===== src/rtl/tw3_pkg.sv =====
package tw3_pkg;
  localparam int M_W      = 10;
  localparam int S_W      = 5;
  localparam int BAND_N   = 4;
  localparam int TAIL_LEN = 8;
  localparam int BASE_LEN  = BAND_N + M_W + S_W;
  localparam int SHORT_LEN = BASE_LEN - 1;
  localparam int EXT_LEN   = BASE_LEN + TAIL_LEN;
  localparam int CNT_W     = $clog2(EXT_LEN + 1);

  localparam logic [2:0] MODE_FINE   = 3'd0;
  localparam logic [2:0] MODE_SHORT  = 3'd1;
  localparam logic [2:0] MODE_MID    = 3'd2;
  localparam logic [2:0] MODE_COARSE = 3'd3;
  localparam logic [2:0] MODE_EXT    = 3'd4;

  typedef struct packed {
    logic           sw_uhf;
    logic           sw_trap;
    logic           sw_vhi;
    logic           sw_vlo;
    logic [M_W-1:0] main_div;
    logic [S_W-1:0] swallow;
    logic           pump_hi;
    logic           test_en;
    logic           pump_off;
    logic [1:0]     ref_sel;
  } tune_word_t;

  function automatic logic [CNT_W-1:0] word_len(input logic [2:0] mode);
    case (mode)
      MODE_FINE, MODE_MID, MODE_COARSE: word_len = CNT_W'(BASE_LEN);
      MODE_SHORT:                       word_len = CNT_W'(SHORT_LEN);
      MODE_EXT:                         word_len = CNT_W'(EXT_LEN);
      default:                          word_len = '0;
    endcase
  endfunction
endpackage


===== src/rtl/tw3_sync.sv =====
module tw3_sync #(
  parameter int STAGES = 2,
  parameter int WIDTH  = 3
) (
  input  logic             clk,
  input  logic             rst_n,
  input  logic [WIDTH-1:0] d_i,
  output logic [WIDTH-1:0] q_o
);
  logic [WIDTH-1:0] stg [STAGES];

  generate
    for (genvar g = 0; g < STAGES; g++) begin : g_stage
      always_ff @(posedge clk or negedge rst_n) begin
        if (!rst_n) begin
          stg[g] <= '0;
        end else begin
          if (g == 0) stg[g] <= d_i;
          else        stg[g] <= stg[(g == 0) ? 0 : g - 1];
        end
      end
    end
  endgenerate

  assign q_o = stg[STAGES-1];
endmodule


===== src/rtl/tw3_shift.sv =====
module tw3_shift
  import tw3_pkg::*;
#(
  parameter int DEPTH = EXT_LEN
) (
  input  logic             clk,
  input  logic             rst_n,
  input  logic             start_i,
  input  logic             shift_i,
  input  logic             bit_i,
  output logic [DEPTH-1:0] word_o,
  output logic [CNT_W-1:0] count_o
);
  localparam logic [CNT_W-1:0] CNT_MAX = CNT_W'(DEPTH);

  always_ff @(posedge clk or negedge rst_n) begin
    if (!rst_n) begin
      word_o  <= '0;
      count_o <= '0;
    end else begin
      if (start_i)                             count_o <= '0;
      else if (shift_i && count_o != CNT_MAX)  count_o <= count_o + 1'b1;
      if (shift_i) word_o <= {word_o[DEPTH-2:0], bit_i};
    end
  end
endmodule


===== src/rtl/tw3_decode.sv =====
module tw3_decode
  import tw3_pkg::*;
#(
  parameter bit SWAP_LEAD = 1'b0
) (
  input  logic [EXT_LEN-1:0] word_i,
  input  logic [2:0]         mode_i,
  input  logic [CNT_W-1:0]   count_i,
  output tune_word_t         fields_o,
  output logic               accept_o,
  output logic               ext_o
);
  logic [BASE_LEN-1:0] base;
  logic [CNT_W-1:0]    need;
  logic                lead0, lead1;

  always_comb begin
    case (mode_i)
      MODE_SHORT: base = {word_i[SHORT_LEN-1 -: BAND_N], 1'b0, word_i[SHORT_LEN-BAND_N-1:0]};
      MODE_EXT:   base = word_i[EXT_LEN-1 -: BASE_LEN];
      default:    base = word_i[BASE_LEN-1:0];
    endcase
  end

  assign need     = word_len(mode_i);
  assign accept_o = (need != '0) && (count_i >= need);
  assign ext_o    = (mode_i == MODE_EXT);
  assign lead0    = base[BASE_LEN-1];
  assign lead1    = base[BASE_LEN-2];

  generate
    if (SWAP_LEAD) begin : g_swap
      assign fields_o.sw_uhf  = lead1;
      assign fields_o.sw_trap = lead0;
    end else begin : g_plain
      assign fields_o.sw_uhf  = lead0;
      assign fields_o.sw_trap = lead1;
    end
  endgenerate

  assign fields_o.sw_vhi   = base[BASE_LEN-3];
  assign fields_o.sw_vlo   = base[BASE_LEN-4];
  assign fields_o.main_div = base[S_W +: M_W];
  assign fields_o.swallow  = base[S_W-1:0];
  assign fields_o.pump_hi  = word_i[6];
  assign fields_o.test_en  = word_i[5];
  assign fields_o.pump_off = word_i[4];
  assign fields_o.ref_sel  = word_i[2:1];
endmodule


===== src/rtl/tuner3w_rx.sv =====
module tuner3w_rx
  import tw3_pkg::*;
#(
  parameter int SYNC_STAGES = 2,
  parameter bit SWAP_LEAD   = 1'b0
) (
  input  logic           clk,
  input  logic           rst_n,
  input  logic           bus_clk_i,
  input  logic           bus_data_i,
  input  logic           bus_en_i,
  input  logic [2:0]     mode_i,
  output logic           sw_uhf_o,
  output logic           sw_trap_o,
  output logic           sw_vhi_o,
  output logic           sw_vlo_o,
  output logic [M_W-1:0] main_div_o,
  output logic [S_W-1:0] swallow_o,
  output logic           pump_hi_o,
  output logic           test_o,
  output logic           pump_off_o,
  output logic [1:0]     ref_sel_o,
  output logic           word_stb_o
);
  logic [2:0]         sync_q;
  logic               clk_s, dat_s, en_s, clk_d, en_d;
  logic               clk_rise, en_rise, en_fall;
  logic [EXT_LEN-1:0] shift_word;
  logic [CNT_W-1:0]   bit_cnt;
  tune_word_t         dec_fields, held;
  logic               dec_accept, dec_ext;

  tw3_sync #(.STAGES(SYNC_STAGES), .WIDTH(3)) u_sync (
    .clk(clk), .rst_n(rst_n),
    .d_i({bus_en_i, bus_data_i, bus_clk_i}),
    .q_o(sync_q)
  );

  assign {en_s, dat_s, clk_s} = sync_q;

  always_ff @(posedge clk or negedge rst_n) begin
    if (!rst_n) begin
      clk_d <= 1'b0;
      en_d  <= 1'b0;
    end else begin
      clk_d <= clk_s;
      en_d  <= en_s;
    end
  end

  assign clk_rise = clk_s & ~clk_d;
  assign en_rise  = en_s & ~en_d;
  assign en_fall  = ~en_s & en_d;

  tw3_shift #(.DEPTH(EXT_LEN)) u_shift (
    .clk(clk), .rst_n(rst_n),
    .start_i(en_rise),
    .shift_i(clk_rise & en_s),
    .bit_i(dat_s),
    .word_o(shift_word),
    .count_o(bit_cnt)
  );

  tw3_decode #(.SWAP_LEAD(SWAP_LEAD)) u_dec (
    .word_i(shift_word),
    .mode_i(mode_i),
    .count_i(bit_cnt),
    .fields_o(dec_fields),
    .accept_o(dec_accept),
    .ext_o(dec_ext)
  );

  always_ff @(posedge clk or negedge rst_n) begin
    if (!rst_n) begin
      held       <= '0;
      word_stb_o <= 1'b0;
    end else begin
      word_stb_o <= 1'b0;
      if (en_fall && dec_accept) begin
        held.sw_uhf   <= dec_fields.sw_uhf;
        held.sw_trap  <= dec_fields.sw_trap;
        held.sw_vhi   <= dec_fields.sw_vhi;
        held.sw_vlo   <= dec_fields.sw_vlo;
        held.main_div <= dec_fields.main_div;
        held.swallow  <= dec_fields.swallow;
        if (dec_ext) begin
          held.pump_hi  <= dec_fields.pump_hi;
          held.test_en  <= dec_fields.test_en;
          held.pump_off <= dec_fields.pump_off;
          held.ref_sel  <= dec_fields.ref_sel;
        end
        word_stb_o <= 1'b1;
      end
    end
  end

  assign sw_uhf_o   = held.sw_uhf;
  assign sw_trap_o  = held.sw_trap;
  assign sw_vhi_o   = held.sw_vhi;
  assign sw_vlo_o   = held.sw_vlo;
  assign main_div_o = held.main_div;
  assign swallow_o  = held.swallow;
  assign pump_hi_o  = held.pump_hi;
  assign test_o     = held.test_en;
  assign pump_off_o = held.pump_off;
  assign ref_sel_o  = held.ref_sel;
endmodule


===== config.mk =====
export PLATFORM = sky130hd
export DESIGN_NAME = tuner3w_rx
export DESIGN_NICKNAME = d
export VERILOG_FILES = /design/src/rtl/tw3_pkg.sv /design/src/rtl/tw3_sync.sv /design/src/rtl/tw3_shift.sv /design/src/rtl/tw3_decode.sv /design/src/rtl/tuner3w_rx.sv
export SDC_FILE = /design/constraint.sdc
export NUM_CORES = 1
export LEC_CHECK = 0
export ABC_AREA = 1
export ABC_CLOCK_PERIOD_IN_PS = 4400
export BUFFER_PORTS_ARGS = -buffer_cell sky130_fd_sc_hd__buf_2
export CORE_UTILIZATION = 50
export DETAILED_ROUTE_END_ITERATION = 16
export PLACE_DENSITY = 0.82
export SYNTH_ARGS = -nofsm -noshare
export SYNTH_HDL_FRONTEND = slang
export SYNTH_SLANG_ARGS = --single-unit

===== constraint.sdc =====
create_clock -name clk -period 4.4 [get_ports clk]
set_input_delay 0.22 -clock clk [delete_from_list [all_inputs] [get_ports clk]]
set_output_delay 0.22 -clock clk [all_outputs]
set_load 0.005 [all_outputs]

==> results.cfg <==
[outcome]
status = finished, final reports clean

[routing]
drtPass1Iterations = 4
wl_per_cell_um = 12.2
num_vias = 2157
ant_nets = 0
drt-total-wl_um = 5300
drcViolationCount = 0
first_iter_violations = 147
via_per_inst = 4.96

[pwr]
power.leakage_nw = 1.78
ir_worst_vdd_uv = 215
powerDensity_nw_per_um2 = 464
total_power_mw = 1.53

[cts]
clock_latency_ps = 340
clockBufferDepth = 2
cts_num_sinks = 65
numCtsBuffers = 9
clk_root_buffer_cell = clkbuf_8
cts-htree-levels = 3
clk_pin_slew_ps = 80
tritoncts = done
cts_resized = 0

[setup_path]
crit_path_top_delay_cell = ha_1
cp_max_fo = 35
path_class = in -> reg
crit_top_cell = nand2_1
worst_setup_path_end_kind = register
cpPeakStageDelay_ps = 410
crit_path_start_kind = input pin
crit_chain = buf_2, nor2_2, nand2_2, ha_1, nand2_1, nor2_1, nor2_2, nand2_4, nand2_4, inv_2, nand2_1, nand2_1
required_ps = 4620
crit_arrival_ps = 2220

[floorplanning]
num_rows = 27
start_util_pct = 52.1
core_um2 = 5510
fp.dieW_um = 77.8
die_area_um2 = 6050
die_y_um = 77.8
design.portCount = 33

[grt]
grt_pass1_wl_um = 9290
antenna_found_initial = 0
grt_overflow = 0
grt_max_degree = 66
grtUsageTotal_pct = 20.0
grt_pass1_vias = 2083

[logic_synthesis]
ys_ff_latch = 65
avgSynthCellArea_um2 = 8.91
synthDistinctLibCells = 21
ys_warn_count = 0
syn_area_um2 = 2870
ys_seq_area_share_pct = 56.7
synth_nets = 335
synthCells = 322

[timing]
setup_viol = 0
relSlewSlack_pct = 46.7
rsz0062_at_grt = false
hold_viol_final = 0
period_share_pct = 45.5
slew_viol_final = 0
worst_slew_pin_slew_ps = 800
fmax_mhz = 499
tns_ps = 0
finClkSkew_ps = 8.25
fin_crit_ps = 2000

[placed_design]
gp_congestion = 0.862
dp.cells = 416
numPortBuffers = 32
dp_hpwl_um = 3600

[min_path]
hp-class = in -> async

[layout]
syn_to_final_growth_pct = 14.6
finalNonFillerCells = 435
nFillCells = 481
fin_nets = 371
diodes = 0
drive_above_1_share_pct = 20.4

[run]
maxCapViolCount = 0
==> Yosys cell counts <==
cell type	number	area (µm²)
buf_2	1	5.00
buf_4	1	7.51
buf_6	3	33.8
clkbuf_1	7	26.3
dfrtp_1	65	1630
ha_1	5	62.6
inv_1	29	109
inv_2	1	3.75
nand2_1	118	443
nand2_2	2	12.5
nand2_4	2	22.5
nand3_1	18	90.1
nand3b_1	1	7.51
nand4_1	6	37.5
nor2_1	6	22.5
nor2_2	4	25.0
nor2_4	1	11.3
o21ai_0	35	175
o21ai_2	14	123
xnor2_1	1	8.76
xor2_1	2	17.5
==> flip-flops by register name, indices dropped and copies added, names as in the netlist, 2 cells and up <==
register         count
u_shift.word_o      27
main_div_o          10
swallow_o            5
u_shift.count_o      5
u_sync.q_o           3
u_sync.stg           3
ref_sel_o            2
==> routing by layer <==
metal,vias to the layer above,GRT usage (%),part of all wire (%)
li1,1098,-,-
met1,1016,25.3,47
met2,34,31.7,49
met3,9,5.06,2.7
met4,0,10.6,2.0
met5,-,0,0
==> power by group <==
group	total, mW	switching, mW	internal [mW]	leakage (nW)
clock network	0.495	0.222	0.273	0.102
logic	0.285	0.163	0.122	0.807
registers	0.747	0.0605	0.687	0.873
==> layout by cell type, fill, tap and decap left out, types with 3 or more instances in the layout <==
| cell type | n |
|---|---|
| nand2_1 | 118 |
| dfrtp_1 | 65 |
| o21ai_0 | 35 |
| buf_2 | 32 |
| inv_1 | 29 |
| nand3_1 | 18 |
| o21ai_2 | 14 |
| clkbuf_8 | 10 |
| nor2_1 | 6 |
| nand4_1 | 6 |
| ha_1 | 5 |
| nor2_2 | 4 |
| clkinv_2 | 4 |
| dlygate4sd3_1 | 3 |
==> cells by family (layout without fill, tap and decap cells) <==
kind of cell	Yosys count	in the layout	synth area share, %
and+or+nand+nor	158	158	23.4
DFF	65	65	56.7
AOI/OAI and AO/OA	49	49	10.4
buffers and inverters	42	83	6.45
adders and majority gates	5	5	2.18
xor gates and xnor gates	3	3	0.916
==> repair_timing <==
item | 4_1_cts | 5_1_grt
setup buffers | 0 | 0
hold buffers | 3 | 0
endpoints found under the hold margin | 3 | 0
==> per-stage QoR <==
step	setup slack, ps	util [%]	cell area [µm²]	hold slack [ps]
2_1_floorplan	2650	-	2870	-75.6
3_3_place_gp	2140	55.6	3060	328
3_5_place_dp	2050	55.6	3060	329
4_1_cts	2400	59.7	3290	76.8
5_1_grt	2170	59.7	3290	116
6_report	2400	59.7	3290	51.6
==> area by class of cell <==
type                    count  area (µm²)  share of cell area (%)
clock buffers              10         138                    4.19
clock inverters             6        57.6                    1.75
inverters                  30         113                    3.42
multi-input cells         215        1060                    32.2
flip-flops and latches     65        1630                    49.5
well taps                  72        90.1                    2.74
repair buffers             37         205                    6.24
==> worst max-delay path: cells and delay by family <==
kind | cells | cell delay [ps]
simple gates | 9 | 1330
fa+ha+maj | 1 | 410
buf+inv | 2 | 230
==> path summary, 6_finish.rpt <==
kind                                           startpoint                        end  slack, ps  depth (start not counted)
max reg2reg                u_shift.count_o[4]$_DFFE_PN0P_       sw_vhi_o$_DFFE_PN0P_       2570                          9
max in group asynchronous                           rst_n      pump_hi_o$_DFFE_PN0P_       3820                          2
min                                                 rst_n  main_div_o[7]$_DFFE_PN0P_         50                          2
min reg2reg                       u_sync.stg[5]$_DFF_PN0_    u_sync.q_o[2]$_DFF_PN0_        350                          0
min in group clk                  u_sync.stg[5]$_DFF_PN0_    u_sync.q_o[2]$_DFF_PN0_        350                          0
max                                             mode_i[0]       sw_vhi_o$_DFFE_PN0P_       2400                         12
Note: power is estimated with default switching activity, not from simulation.
